File: src/rtl/cmd_pkg.sv
package cmd_pkg;
  localparam logic [7:0] OP_START      = 8'h01;
  localparam logic [7:0] OP_ABORT_ASYN = 8'h02;
  localparam logic [7:0] OP_EE_WR      = 8'h06;
  localparam logic [7:0] OP_EE_RD      = 8'h07;
  localparam logic [7:0] OP_LED_TBL    = 8'h7A;
  localparam logic [7:0] OP_LED_MODE   = 8'h7B;
  localparam logic [7:0] OP_BOOT       = 8'h7C;
  localparam logic [7:0] OP_ABORT_SYNC = 8'h7D;
  localparam logic [7:0] OP_BS_INIT    = 8'h7E;
  localparam logic [7:0] OP_BS_DATA    = 8'h7F;
  localparam logic [7:0] OP_REG_WR     = 8'h80;
  localparam logic [7:0] OP_REG_RD     = 8'h81;
  localparam logic [7:0] OP_REVID      = 8'h82;

  localparam logic [7:0] EE_RD_KEY0  = 8'h33;
  localparam logic [7:0] EE_RD_KEY1  = 8'h81;
  localparam logic [7:0] EE_WR_KEY0  = 8'h42;
  localparam logic [7:0] EE_WR_KEY1  = 8'h55;
  localparam logic [7:0] ABORT_PAT   = 8'h55;
  localparam logic [7:0] RD_ONE      = 8'h01;
  localparam logic [7:0] STATUS_UP   = 8'h10;

  typedef enum logic [1:0] {ACT_NONE, ACT_WRITE, ACT_READ, ACT_ABORT} act_e;
  typedef enum logic [1:0] {S_IDLE, S_CHECK, S_APPLY} state_e;
endpackage

File: src/rtl/cmd_rx_buffer.sv
module cmd_rx_buffer #(
  parameter int DEPTH = 64
) (
  input  logic                           clk_i,
  input  logic                           rst_ni,
  input  logic                           valid_i,
  input  logic                           sop_i,
  input  logic                           eop_i,
  input  logic [7:0]                     data_i,
  output logic                           done_o,
  output logic [$clog2(DEPTH+1)-1:0]     len_o,
  output logic                           ovf_o,
  output logic [7:0]                     byte_o [DEPTH]
);
  localparam int LEN_W = $clog2(DEPTH+1);
  localparam int PTR_W = $clog2(DEPTH);

  logic             active_q;
  logic [LEN_W-1:0] len_q;
  logic             ovf_q;
  logic             take_first, take_next, full;

  assign take_first = valid_i & sop_i;
  assign take_next  = valid_i & ~sop_i & active_q;
  assign full       = (len_q == LEN_W'(DEPTH));
  assign done_o     = (take_first | take_next) & eop_i;
  assign len_o      = len_q;
  assign ovf_o      = ovf_q;

  always_ff @(posedge clk_i or negedge rst_ni) begin
    if (!rst_ni) begin
      active_q <= 1'b0;
      len_q    <= '0;
      ovf_q    <= 1'b0;
    end else if (take_first) begin
      len_q    <= LEN_W'(1);
      ovf_q    <= 1'b0;
      active_q <= ~eop_i;
    end else if (take_next) begin
      if (full) ovf_q <= 1'b1;
      else      len_q <= len_q + LEN_W'(1);
      if (eop_i) active_q <= 1'b0;
    end
  end

  always_ff @(posedge clk_i) begin
    if (take_first)               byte_o[0] <= data_i;
    else if (take_next && !full)  byte_o[len_q[PTR_W-1:0]] <= data_i;
  end

  assert_len_bound_R8: assert property (@(posedge clk_i) disable iff (!rst_ni)
    len_q <= LEN_W'(DEPTH))
    else $error("packet length counter past depth");
endmodule

File: src/rtl/cmd_validate.sv
module cmd_validate
  import cmd_pkg::*;
#(
  parameter int DEPTH = 64
) (
  input  logic [7:0]                   op_i,
  input  logic [7:0]                   b1_i,
  input  logic [7:0]                   b2_i,
  input  logic [$clog2(DEPTH+1)-1:0]   len_i,
  input  logic                         ovf_i,
  output act_e                         act_o,
  output logic                         err_o
);
  localparam int LEN_W     = $clog2(DEPTH+1);
  localparam int MAX_PAIRS = (DEPTH - 2) / 2;

  logic [8:0] wr_len;
  assign wr_len = ({1'b0, b1_i} + 9'd1) << 1;

  always_comb begin
    act_o = ACT_NONE;
    err_o = 1'b0;
    if (ovf_i) begin
      err_o = 1'b1;
    end else begin
      unique case (op_i)
        OP_REG_WR:
          if (b1_i != 8'd0 && b1_i <= 8'(MAX_PAIRS) && 9'(len_i) == wr_len) act_o = ACT_WRITE;
          else err_o = 1'b1;
        OP_REG_RD:
          if (len_i == LEN_W'(3) && b1_i == RD_ONE) act_o = ACT_READ;
          else err_o = 1'b1;
        OP_ABORT_SYNC:
          if (len_i == LEN_W'(2) && b1_i == ABORT_PAT) act_o = ACT_ABORT;
          else err_o = 1'b1;
        OP_EE_RD:
          err_o = !(len_i == LEN_W'(5) && b1_i == EE_RD_KEY0 && b2_i == EE_RD_KEY1);
        OP_EE_WR:
          err_o = !(len_i >= LEN_W'(5) && b1_i == EE_WR_KEY0 && b2_i == EE_WR_KEY1);
        OP_START, OP_ABORT_ASYN, OP_LED_TBL, OP_LED_MODE,
        OP_BOOT, OP_BS_INIT, OP_BS_DATA, OP_REVID:
          err_o = 1'b0;
        default:
          err_o = 1'b1;
      endcase
    end
  end
endmodule

File: src/rtl/cmd_regfile.sv
module cmd_regfile
  import cmd_pkg::*;
#(
  parameter int AW = 8
) (
  input  logic          clk_i,
  input  logic          rst_ni,
  input  logic          ready_i,
  input  logic          we_i,
  input  logic [AW-1:0] wa_i,
  input  logic [7:0]    wd_i,
  input  logic [AW-1:0] ra_i,
  output logic [7:0]    rd_o
);
  localparam int ENTRIES = 1 << AW;

  logic [7:0] mem_q [ENTRIES];

  always_ff @(posedge clk_i or negedge rst_ni) begin
    if (!rst_ni) begin
      for (int i = 0; i < ENTRIES; i++) mem_q[i] <= 8'h00;
    end else if (we_i && wa_i != '0) begin
      mem_q[wa_i] <= wd_i;
    end
  end

  // address 0 is a status byte, not storage
  assign rd_o = (ra_i == '0) ? (ready_i ? STATUS_UP : 8'h00) : mem_q[ra_i];

  assert_reg0_unwritten_R9: assert property (@(posedge clk_i) disable iff (!rst_ni)
    mem_q[0] == 8'h00)
    else $error("status slot was written");
endmodule

File: src/rtl/cmd_pkt_decoder.sv
module cmd_pkt_decoder
  import cmd_pkg::*;
#(
  parameter int PKT_DEPTH = 64,
  parameter int REG_AW    = 8
) (
  input  logic       clk_i,
  input  logic       rst_ni,
  input  logic       ready_i,
  input  logic       in_valid_i,
  input  logic [7:0] in_data_i,
  input  logic       in_sop_i,
  input  logic       in_eop_i,
  output logic       busy_o,
  output logic       rsp_valid_o,
  output logic [7:0] rsp_data_o,
  output logic       err_o
);
  localparam int LEN_W     = $clog2(PKT_DEPTH+1);
  localparam int PTR_W     = $clog2(PKT_DEPTH);
  localparam int MAX_PAIRS = (PKT_DEPTH - 2) / 2;
  localparam int PAIR_W    = $clog2(MAX_PAIRS+1);

  state_e            state_q;
  logic              done;
  logic [LEN_W-1:0]  len;
  logic              ovf;
  logic [7:0]        pkt [PKT_DEPTH];
  act_e              act;
  logic              bad;
  logic [PAIR_W-1:0] idx_q, npairs_q;
  logic [PTR_W-1:0]  a_ptr, d_ptr;
  logic              we;
  logic [7:0]        rd_data;

  assign busy_o = (state_q != S_IDLE);

  cmd_rx_buffer #(.DEPTH(PKT_DEPTH)) u_rx (
    .clk_i   (clk_i),
    .rst_ni  (rst_ni),
    .valid_i (in_valid_i & ~busy_o),
    .sop_i   (in_sop_i),
    .eop_i   (in_eop_i),
    .data_i  (in_data_i),
    .done_o  (done),
    .len_o   (len),
    .ovf_o   (ovf),
    .byte_o  (pkt)
  );

  cmd_validate #(.DEPTH(PKT_DEPTH)) u_val (
    .op_i  (pkt[0]),
    .b1_i  (pkt[1]),
    .b2_i  (pkt[2]),
    .len_i (len),
    .ovf_i (ovf),
    .act_o (act),
    .err_o (bad)
  );

  assign a_ptr = PTR_W'({idx_q, 1'b0}) + PTR_W'(2);
  assign d_ptr = a_ptr + PTR_W'(1);
  assign we    = (state_q == S_APPLY);

  cmd_regfile #(.AW(REG_AW)) u_rf (
    .clk_i   (clk_i),
    .rst_ni  (rst_ni),
    .ready_i (ready_i),
    .we_i    (we),
    .wa_i    (pkt[a_ptr][REG_AW-1:0]),
    .wd_i    (pkt[d_ptr]),
    .ra_i    (pkt[2][REG_AW-1:0]),
    .rd_o    (rd_data)
  );

  always_ff @(posedge clk_i or negedge rst_ni) begin
    if (!rst_ni) begin
      state_q     <= S_IDLE;
      idx_q       <= '0;
      npairs_q    <= '0;
      rsp_valid_o <= 1'b0;
      rsp_data_o  <= 8'h00;
      err_o       <= 1'b0;
    end else begin
      rsp_valid_o <= 1'b0;
      err_o       <= 1'b0;
      unique case (state_q)
        S_IDLE:
          if (done) state_q <= S_CHECK;
        S_CHECK: begin
          state_q <= S_IDLE;
          if (bad) begin
            err_o <= 1'b1;
          end else begin
            unique case (act)
              ACT_READ:  begin rsp_valid_o <= 1'b1; rsp_data_o <= rd_data; end
              ACT_ABORT: begin rsp_valid_o <= 1'b1; rsp_data_o <= ~pkt[1]; end
              ACT_WRITE: begin
                state_q  <= S_APPLY;
                idx_q    <= '0;
                npairs_q <= pkt[1][PAIR_W-1:0];
              end
              default: ;
            endcase
          end
        end
        S_APPLY:
          if (idx_q == npairs_q - PAIR_W'(1)) state_q <= S_IDLE;
          else idx_q <= idx_q + PAIR_W'(1);
        default: state_q <= S_IDLE;
      endcase
    end
  end

  assert_one_byte_reply_R4: assert property (@(posedge clk_i) disable iff (!rst_ni)
    rsp_valid_o |=> !rsp_valid_o)
    else $error("reply longer than one byte");

  assert_err_no_reply_R3: assert property (@(posedge clk_i) disable iff (!rst_ni)
    err_o |-> (!rsp_valid_o && !busy_o))
    else $error("rejected packet produced reply or work");

  assert_apply_order_R2: assert property (@(posedge clk_i) disable iff (!rst_ni)
    (state_q == S_APPLY && $past(state_q) == S_APPLY) |-> idx_q == $past(idx_q) + PAIR_W'(1))
    else $error("pairs not applied in order");

  assert_apply_entry_R10: assert property (@(posedge clk_i) disable iff (!rst_ni)
    (state_q == S_APPLY && $past(state_q) != S_APPLY) |-> ($past(state_q) == S_CHECK && idx_q == '0))
    else $error("apply phase entered without check");
endmodule

File: config.mk
export PLATFORM = sky130hd
export DESIGN_NAME = cmd_pkt_decoder
export DESIGN_NICKNAME = d
export VERILOG_FILES = /design/src/rtl/cmd_pkg.sv /design/src/rtl/cmd_rx_buffer.sv /design/src/rtl/cmd_validate.sv /design/src/rtl/cmd_regfile.sv /design/src/rtl/cmd_pkt_decoder.sv
export SDC_FILE = /design/constraint.sdc
export NUM_CORES = 2
export LEC_CHECK = 0
export BUFFER_PORTS_ARGS = -buffer_cell sky130_fd_sc_hd__buf_4
export CORE_MARGIN = 2
export CORE_UTILIZATION = 65
export CTS_BUF_LIST = sky130_fd_sc_hd__clkbuf_8
export CTS_CLUSTER_DIAMETER = 120
export DETAILED_ROUTE_END_ITERATION = 8
export GPL_TIMING_DRIVEN = 0
export PLACE_DENSITY = 0.9
export SYNTH_ARGS = -nofsm -noshare
export SYNTH_HDL_FRONTEND = slang
export SYNTH_HIERARCHICAL = 1
export SYNTH_SLANG_ARGS = --single-unit
export TNS_END_PERCENT = 1
File: constraint.sdc
create_clock -name clk_i -period 4.42 [get_ports clk_i]
set_clock_uncertainty 0.1 [all_clocks]
set_input_delay 1.326 -clock clk_i [delete_from_list [all_inputs] [get_ports clk_i]]
set_output_delay 1.326 -clock clk_i [all_outputs]
set_load 0.02 [all_outputs]
## After elaboration in Yosys (flattened, before gate mapping)

Index checks and enable logic that the tools add are counted.

- Memories kept: 0
- Register bits: 2591
- Output and inout bits: 11
- Bits in writable memories: 0
- Word-level logic and storage cells: 486
- Bits in read-only memories: 0
- Latch bits: 0

- $mul: 0
- Shift-type cells: 0
- Mux-type cells: 53
- Bitwise operators: 17
- $lt $le $gt $ge: 9
- Add/sub/neg operators: 6
- Equality and inequality tests: 36
- Divide/modulo/power cells: 0
- Reduce and logical (&&, ||, !) cells: 36

Operators by type and width:

| cell | number |
|---|---|
| 2048-bit bitwise mux | 1 |
| 512-bit bitwise mux | 1 |
| 512-bit 2-to-1 mux | 1 |
| 8-bit binary-select mux with 6-bit select | 2 |
| 8-bit 2-to-1 mux | 10 |
| 8-bit by 7-bit == test with 1-bit output, second input constant | 9 |
| 8-bit binary-select mux with 8-bit select | 1 |
| 8-bit demux with 8-bit select | 1 |
| 8-bit demux with 6-bit select | 1 |
| 8-bit == test, second input constant | 4 |
| 7-bit greater-or-equal comparator, second input constant | 3 |
| 7-bit 2-to-1 mux | 3 |
| 6-bit NOT with 7-bit output | 3 |
| 5-bit 2-to-1 mux | 4 |
| 9-bit greater-or-equal comparator, second input constant | 2 |
| 8-bit NOT with 9-bit output | 2 |
| 8-bit by 1-bit == test with 1-bit output, second input constant | 2 |
| 8-bit by 3-bit == test with 1-bit output, second input constant | 2 |
| 1-bit 2-to-1 mux | 16 |
| 8-bit case mux with 2 select lines | 1 |
| 8-bit nonzero test | 2 |
| 7-bit by 2-bit == test with 1-bit output, second input constant | 2 |
| 2-bit 2-to-1 mux | 7 |
| 2-bit nonzero test | 7 |
| other kinds (36) | 70 |

## Logic depth before layout (Yosys ltp)

- Depth in word-level cells: 11
- Depth in mapped cells: 15

## Cells and area by module

Netlist, hierarchy kept.

By module, submodules not included:

| module | cells each | area an instance (sq um) | sequential area each (sq um) | times used |
|---|---|---|---|---|
| cmd_regfile | 5879 | 93144.3 | 51249.2 | 1 |
| cmd_rx_buffer | 680 | 16520.8 | 15600.0 | 1 |
| cmd_pkt_decoder | 415 | 5287.6 | 550.5 | 1 |
| cmd_validate | 95 | 706.9 | 0.0 | 1 |

## Worst setup path before layout

No wires, ideal clock.

- Path kind: reg-to-reg
- Start point: reg idx_q[1]
- End point: reg u_rf/mem_q[1592] (netlist bit)
- Data required time: 4195 ps
- Stages on the path, launching flop included: 13
- Path buffers: 3
- Clock period less this slack: 3851 ps
- Slack: 569 ps
- Arrival time: 3627 ps
- Path through: dfrtp_1 > ha_1 > buf_2 > clkbuf_1 > mux4_2 > mux2i_1 > a221oi_1 > or3b_2 > inv_1 > nand3_1 > clkbuf_1 > nor2_1 > mux2_2

- Word-level cells in the longest chain between the ends: 11
- Elaborated cells on any way between the ends: 19
- Classes of those cells: add/sub: 2; order compare: 2; mux: 9; bitwise: 3; reduce/logical: 3

Ends and longest elaborated chain:

| item | RTL line | source |
|---|---|---|
| start, declared | cmd_pkt_decoder.sv:31 | `logic [PAIR_W-1:0] idx_q, npairs_q;` |
| start signal, assigned | cmd_pkt_decoder.sv:109 | `else idx_q <= idx_q + PAIR_W'(1);` |
| 6-bit by 2-bit adder with 6-bit output * | cmd_pkt_decoder.sv:61 | `assign a_ptr = PTR_W'({idx_q, 1'b0}) + PTR_W'(2);` |
| 6-bit NOT with 7-bit output (not written as such) | cmd_pkt_decoder.sv:70 | `.wa_i (pkt[a_ptr][REG_AW-1:0]),` |
| 8-bit binary-select mux with 6-bit select | cmd_pkt_decoder.sv:70 |  |
| 8-bit 2-to-1 mux (not written as such) (2 in a row) | cmd_pkt_decoder.sv:70 |  |
| 8-bit NOT with 9-bit output (not written as such) | cmd_regfile.sv:23 | `mem_q[wa_i] <= wd_i;` |
| 9-bit greater-or-equal comparator (not written as such) / 9-bit by 1-bit less-than comparator with 1-bit output (equally long branches) | cmd_regfile.sv:23 |  |
| 1-bit logical AND (not written as such) | cmd_regfile.sv:23 |  |
| 8-bit 2-to-1 mux (not written as such) | cmd_regfile.sv:23 |  |
| 8-bit demux with 8-bit select | cmd_regfile.sv:23 |  |
| 2048-bit bitwise mux | cmd_regfile.sv:23 |  |
| end signal, assigned by index | cmd_regfile.sv:23 |  |
| end, declared | cmd_regfile.sv:17 | `logic [7:0] mem_q [ENTRIES];` |

Mark *: on every way between the ends. The rest lies on a longest branch, timed or not. The select of a mux whose other input is x is not followed.
A chain may end at the register's enable or synchronous reset.

## Final worst setup path

- Start point: reg u_rx/byte_o[488] (netlist bit)
- End point: reg rsp_data_o[2]

- Elaborated cells on any way between the ends: 17
- Classes of those cells: eq/ne: 2; mux: 7; bitwise: 2; reduce/logical: 6

RTL lines:

| item | RTL line | source |
|---|---|---|
| start, declared | cmd_rx_buffer.sv:13 | `output logic [7:0] byte_o [DEPTH]` |
| start signal, assigned by index | cmd_rx_buffer.sv:48 | `else if (take_next && !full) byte_o[len_q[PTR_W-1:0]] <= data_i;` |
| 8-bit NOT with 9-bit output (not written as such) | cmd_regfile.sv:28 | `assign rd_o = (ra_i == '0) ? (ready_i ? STATUS_UP : 8'h00) : mem_q[ra_i];` |
| 8-bit binary-select mux with 8-bit select | cmd_regfile.sv:28 |  |
| 8-bit 2-to-1 mux (not written as such) (2 in a row) | cmd_regfile.sv:28 |  |
| 8-bit 2-to-1 mux * | cmd_regfile.sv:28 |  |
| named net rd_data[2] | cmd_pkt_decoder.sv:34 | `logic [7:0] rd_data;` |
| 8-bit case mux with 2 select lines * | cmd_pkt_decoder.sv:95 | `unique case (act)` |
| end signal, assigned | cmd_pkt_decoder.sv:82 | `rsp_data_o <= 8'h00;` |
| end signal, assigned | cmd_pkt_decoder.sv:96 | `ACT_READ: begin rsp_valid_o <= 1'b1; rsp_data_o <= rd_data; end` |
| end signal, assigned | cmd_pkt_decoder.sv:97 | `ACT_ABORT: begin rsp_valid_o <= 1'b1; rsp_data_o <= ~pkt[1]; end` |
| end, declared | cmd_pkt_decoder.sv:16 | `output logic [7:0] rsp_data_o,` |

The timed path passes the listed nets; every way through them passes the cells marked *. The select of a mux whose other input is x is not followed.

==> flow_summary.json <==
{
  "outcome": "complete, but fails checks",
  "violations": "design-rule violations, max-capacitance violations, max-slew violations, negative setup slack",
  "yosysMostFrequentCell": "dfrtp_1",
  "pre_cts_ws_ps": -2666,
  "slew_viol_final": 32,
  "max_slew_margin_pct": -2.463,
  "clock_power_share_pct": 44.8,
  "final.period_utilization_pct": 113.4,
  "ant_nets": 0,
  "slowest_stage": "a221oi_2",
  "instances_no_fill": 10420,
  "ir_worst_vdd_mv": 0.4560,
  "firstDrtPassIters": 9,
  "crit_fanout": 10,
  "ys_warn_count": 6,
  "post_drt_via_cell_ratio": 7.753,
  "hold_class": "in -> async",
  "drc": 17,
  "grt_max_degree": 199,
  "clk_pin_slew_ps": 60,
  "fmax_ghz": 0.1995,
  "rsz0062_at_grt": "yes",
  "synth.largest_area_cell": "dfrtp_1",
  "place.port_buffers": 24,
  "total_power_w": 0.04709,
  "synth_top_area_share_pct": 44.98,
  "switching_share_pct": 23.99,
  "syn_to_final_growth_pct": 15.38,
  "core.rowCount": 154,
  "syn_avg_cell_area_um2": 16.36,
  "multi_input_comb_area_um2": 48250,
  "finalWorstSetupSlack_ps": -593.0,
  "clock_latency_ps": 1210,
  "antenna_found_initial": 58,
  "netlist-cell-type-count": 92,
  "crit_path_frequent_cell": "buf_8",
  "internal_power_w": 0.03579,
  "layout-drive-gt1-share_pct": 52.55,
  "die_h_um": 425.8,
  "period_needed_ps": 5013,
  "grt_overflow": 0,
  "ys_ff_latch": 2591,
  "seqCellArea_um2": 67400,
  "synth_nets": 7091,
  "yosysSeqAreaShare_pct": 58.27,
  "grt_usage_pct": 48.01,
  "critPathTopFamily": "buffers and inverters",
  "clk_path_buf_depth": 4,
  "finalWirelength_um": 449300,
  "cts_buffers": 416,
  "yosys-top-cells-count": "dfrtp_1 (2079), mux2_2 (2057), mux4_2 (674), edfxtp_1 (512), clkbuf_1 (338)",
  "cts_root_buffer": "clkbuf_8",
  "seq_power_share_pct": 52.0,
  "cts_tree": "yes",
  "grt_pass1_wl_um": 595700,
  "syn_inst": 7069,
  "combPwrFrac_pct": 3.1,
  "netSwitchingPower_w": 0.01130,
  "cellPowerDensity_nw_per_um2": 352.8,
  "fin_nets": 7737,
  "finalSetupViolCount": 1876,
  "critPathMaxStageDelay_ps": 500,
  "die_w_um": 425.8,
  "synthTopCellsByArea": "dfrtp_1 (45%), mux2_2 (20%), edfxtp_1 (13%)",
  "vias": 80800,
  "h-tree-depth": 5,
  "wl_per_cell_um": 43.11,
  "synth_edf_count": 512,
  "setup.worst_path.end_class": "register",
  "p_leak_nw": 60.91,
  "cts_hold_buf": 0,
  "synthesis.area_um2": 115700,
  "place_hpwl_um": 277700,
  "worstMarginPinSlew_ps": 1537,
  "final_hold_viol_count": 0,
  "dieArea_um2": 181300,
  "required_ps": 5370,
  "cap_viol_max_count": 3,
  "place.gp.congestion": 1.079,
  "async_flop_share_pct": 80.24,
  "first_iter_violations": 13620,
  "startpoint_type": "register",
  "synth_top_flop_cell": "dfrtp_1",
  "numClockSinks": 2591,
  "grt_pass1_vias": 78400,
  "ios": 25,
  "worstSetupPathType": "reg -> reg",
  "core_region_area_um2": 176500,
  "timing.critical_path.buf_inv": 7,
  "worstPathCellList": "buf_8 -> buf_6 -> buf_8 -> buf_8 -> buf_8 -> buf_6 -> mux2i_1 -> a221oi_1 -> o21ai_1 -> a221oi_2 -> o311ai_4 -> o41ai_2 -> buf_4 -> a21oi_1 -> a21oi_1",
  "n_fill_cell": 9340,
  "placed_cells": 9461,
  "initial_core_util_pct": 65.53,
  "critical_path_arrival_ps": 5960,
  "final_core_util_pct": 75.61
}
[layout by cell type (no fill, tap or decap), types with 23 or more instances in the layout]
cell and instances:
a21oi_1 50, a22oi_1 31, buf_12 81, buf_2 29, buf_4 197, buf_6 66
buf_8 30, clkbuf_1 228, clkbuf_2 36, clkbuf_4 50, clkbuf_8 512, clkinv_2 43
dfrtp_1 2078, diode_2 50, edfxtp_1 512, inv_1 170, mux2_2 2057, mux2i_1 151
mux4_2 674, nand2_1 124, nand2_2 57, nand2_4 48, nand3_1 27, nor2_1 129
nor2_2 28, nor2_4 136, o21ai_0 31, o22ai_1 23
[cell families after synthesis]
| group | share of synthesized area [%] |
|---|---|
| compound gates | 2.024 |
| xor+xnor | 0.1363 |
| fa+ha+maj | 0.08655 |
| buf+inv | 2.101 |
| flops | 58.27 |
| mux | 34.62 |
| simple gates | 2.755 |
[metrics by stage]
step                      area [um2]  TNS (ps)  hold slack (ps)
after global routing          133400   -116850            159.2
final                         133400   -254290            80.43
after CTS                     130000   -621180            125.5
after global placement        118800         -            339.7
after detailed placement      119500  -3539020            348.2
after floorplan               115700         0            324.6
[metal layers]
| layer | part of all wire, % | vias to the layer above | GRT usage [%] |
|---|---|---|---|
| met5 | 0.42 | - | 3.810 |
| met4 | 12 | 56 | 41.73 |
| met3 | 17 | 3027 | 25.00 |
| met2 | 41 | 8452 | 65.12 |
| met1 | 30 | 40950 | 55.43 |
| li1 | - | 28310 | - |
[registers in the layout, indices dropped and copies added (netlist names), 2 cells and up]
signal,count
npairs_q,5
u_rf/mem_q,2048
u_rx/byte_o,512
state_q,2
idx_q,5
rsp_data_o,8
u_rx/len_o,7
[layout make-up]
class                           instances  share of cell area (%)
Antenna cell                           50                 0.09376
Buffer                                509                   2.663
Clock buffer                          509                   5.250
Clock inverter                        226                  0.9601
Inverter                               23                 0.06470
Multi-Input combinational cell       3941                   36.16
Sequential cell                      2591                   50.51
Tap cell                             2340                   2.194
Timing Repair Buffer                  233                   2.110
[power by group through the flow]
stage          Clock, W  Combinational [W]  Sequential (W)
2_1_floorplan         0           0.000462          0.0249
3_3_place_gp          0            0.00122          0.0250
3_5_place_dp          0            0.00133          0.0250
4_1_cts          0.0208            0.00136          0.0245
5_1_grt          0.0220            0.00152          0.0245
6_report         0.0211            0.00147          0.0245
[path summary, 6_finish.rpt]
kind	slack [ps]	startpoint	endpoint	cells after the start
setup reg to reg	-590	u_rx/byte_o[488]	rsp_data_o[2]	15
max in group asynchronous	430	rst_ni	u_rf/mem_q[1829]	5
min in group clk_i	350	in_sop_i	u_rx/len_o[4]	2
hold / removal	80	rst_ni	u_rf/mem_q[589]	1
hold reg to reg	360	u_rf/mem_q[2046]	u_rf/mem_q[2046]	1
setup / recovery	-590	u_rx/byte_o[488]	rsp_data_o[2]	15
[worst register-to-register path, cell delays in order, from the launching register on]
cell and delay (ps):
edfxtp_1 470, buf_8 340, buf_6 400, buf_8 330
buf_8 400, buf_8 350, buf_6 360, mux2i_1 190
a221oi_1 420, o21ai_1 250, a221oi_2 500, o311ai_4 210
o41ai_2 120, buf_4 270, a21oi_1 100, a21oi_1 150
[repair_timing]
item / 4_1_cts / 5_1_grt
setup buffers: 83 / 98
pin swaps: 51 / 80
endpoints found under the setup margin: 2048 / 2059
resized for setup: 506 / 640
gates cloned: 0 / 0
Power figures use the tool's default switching activity.
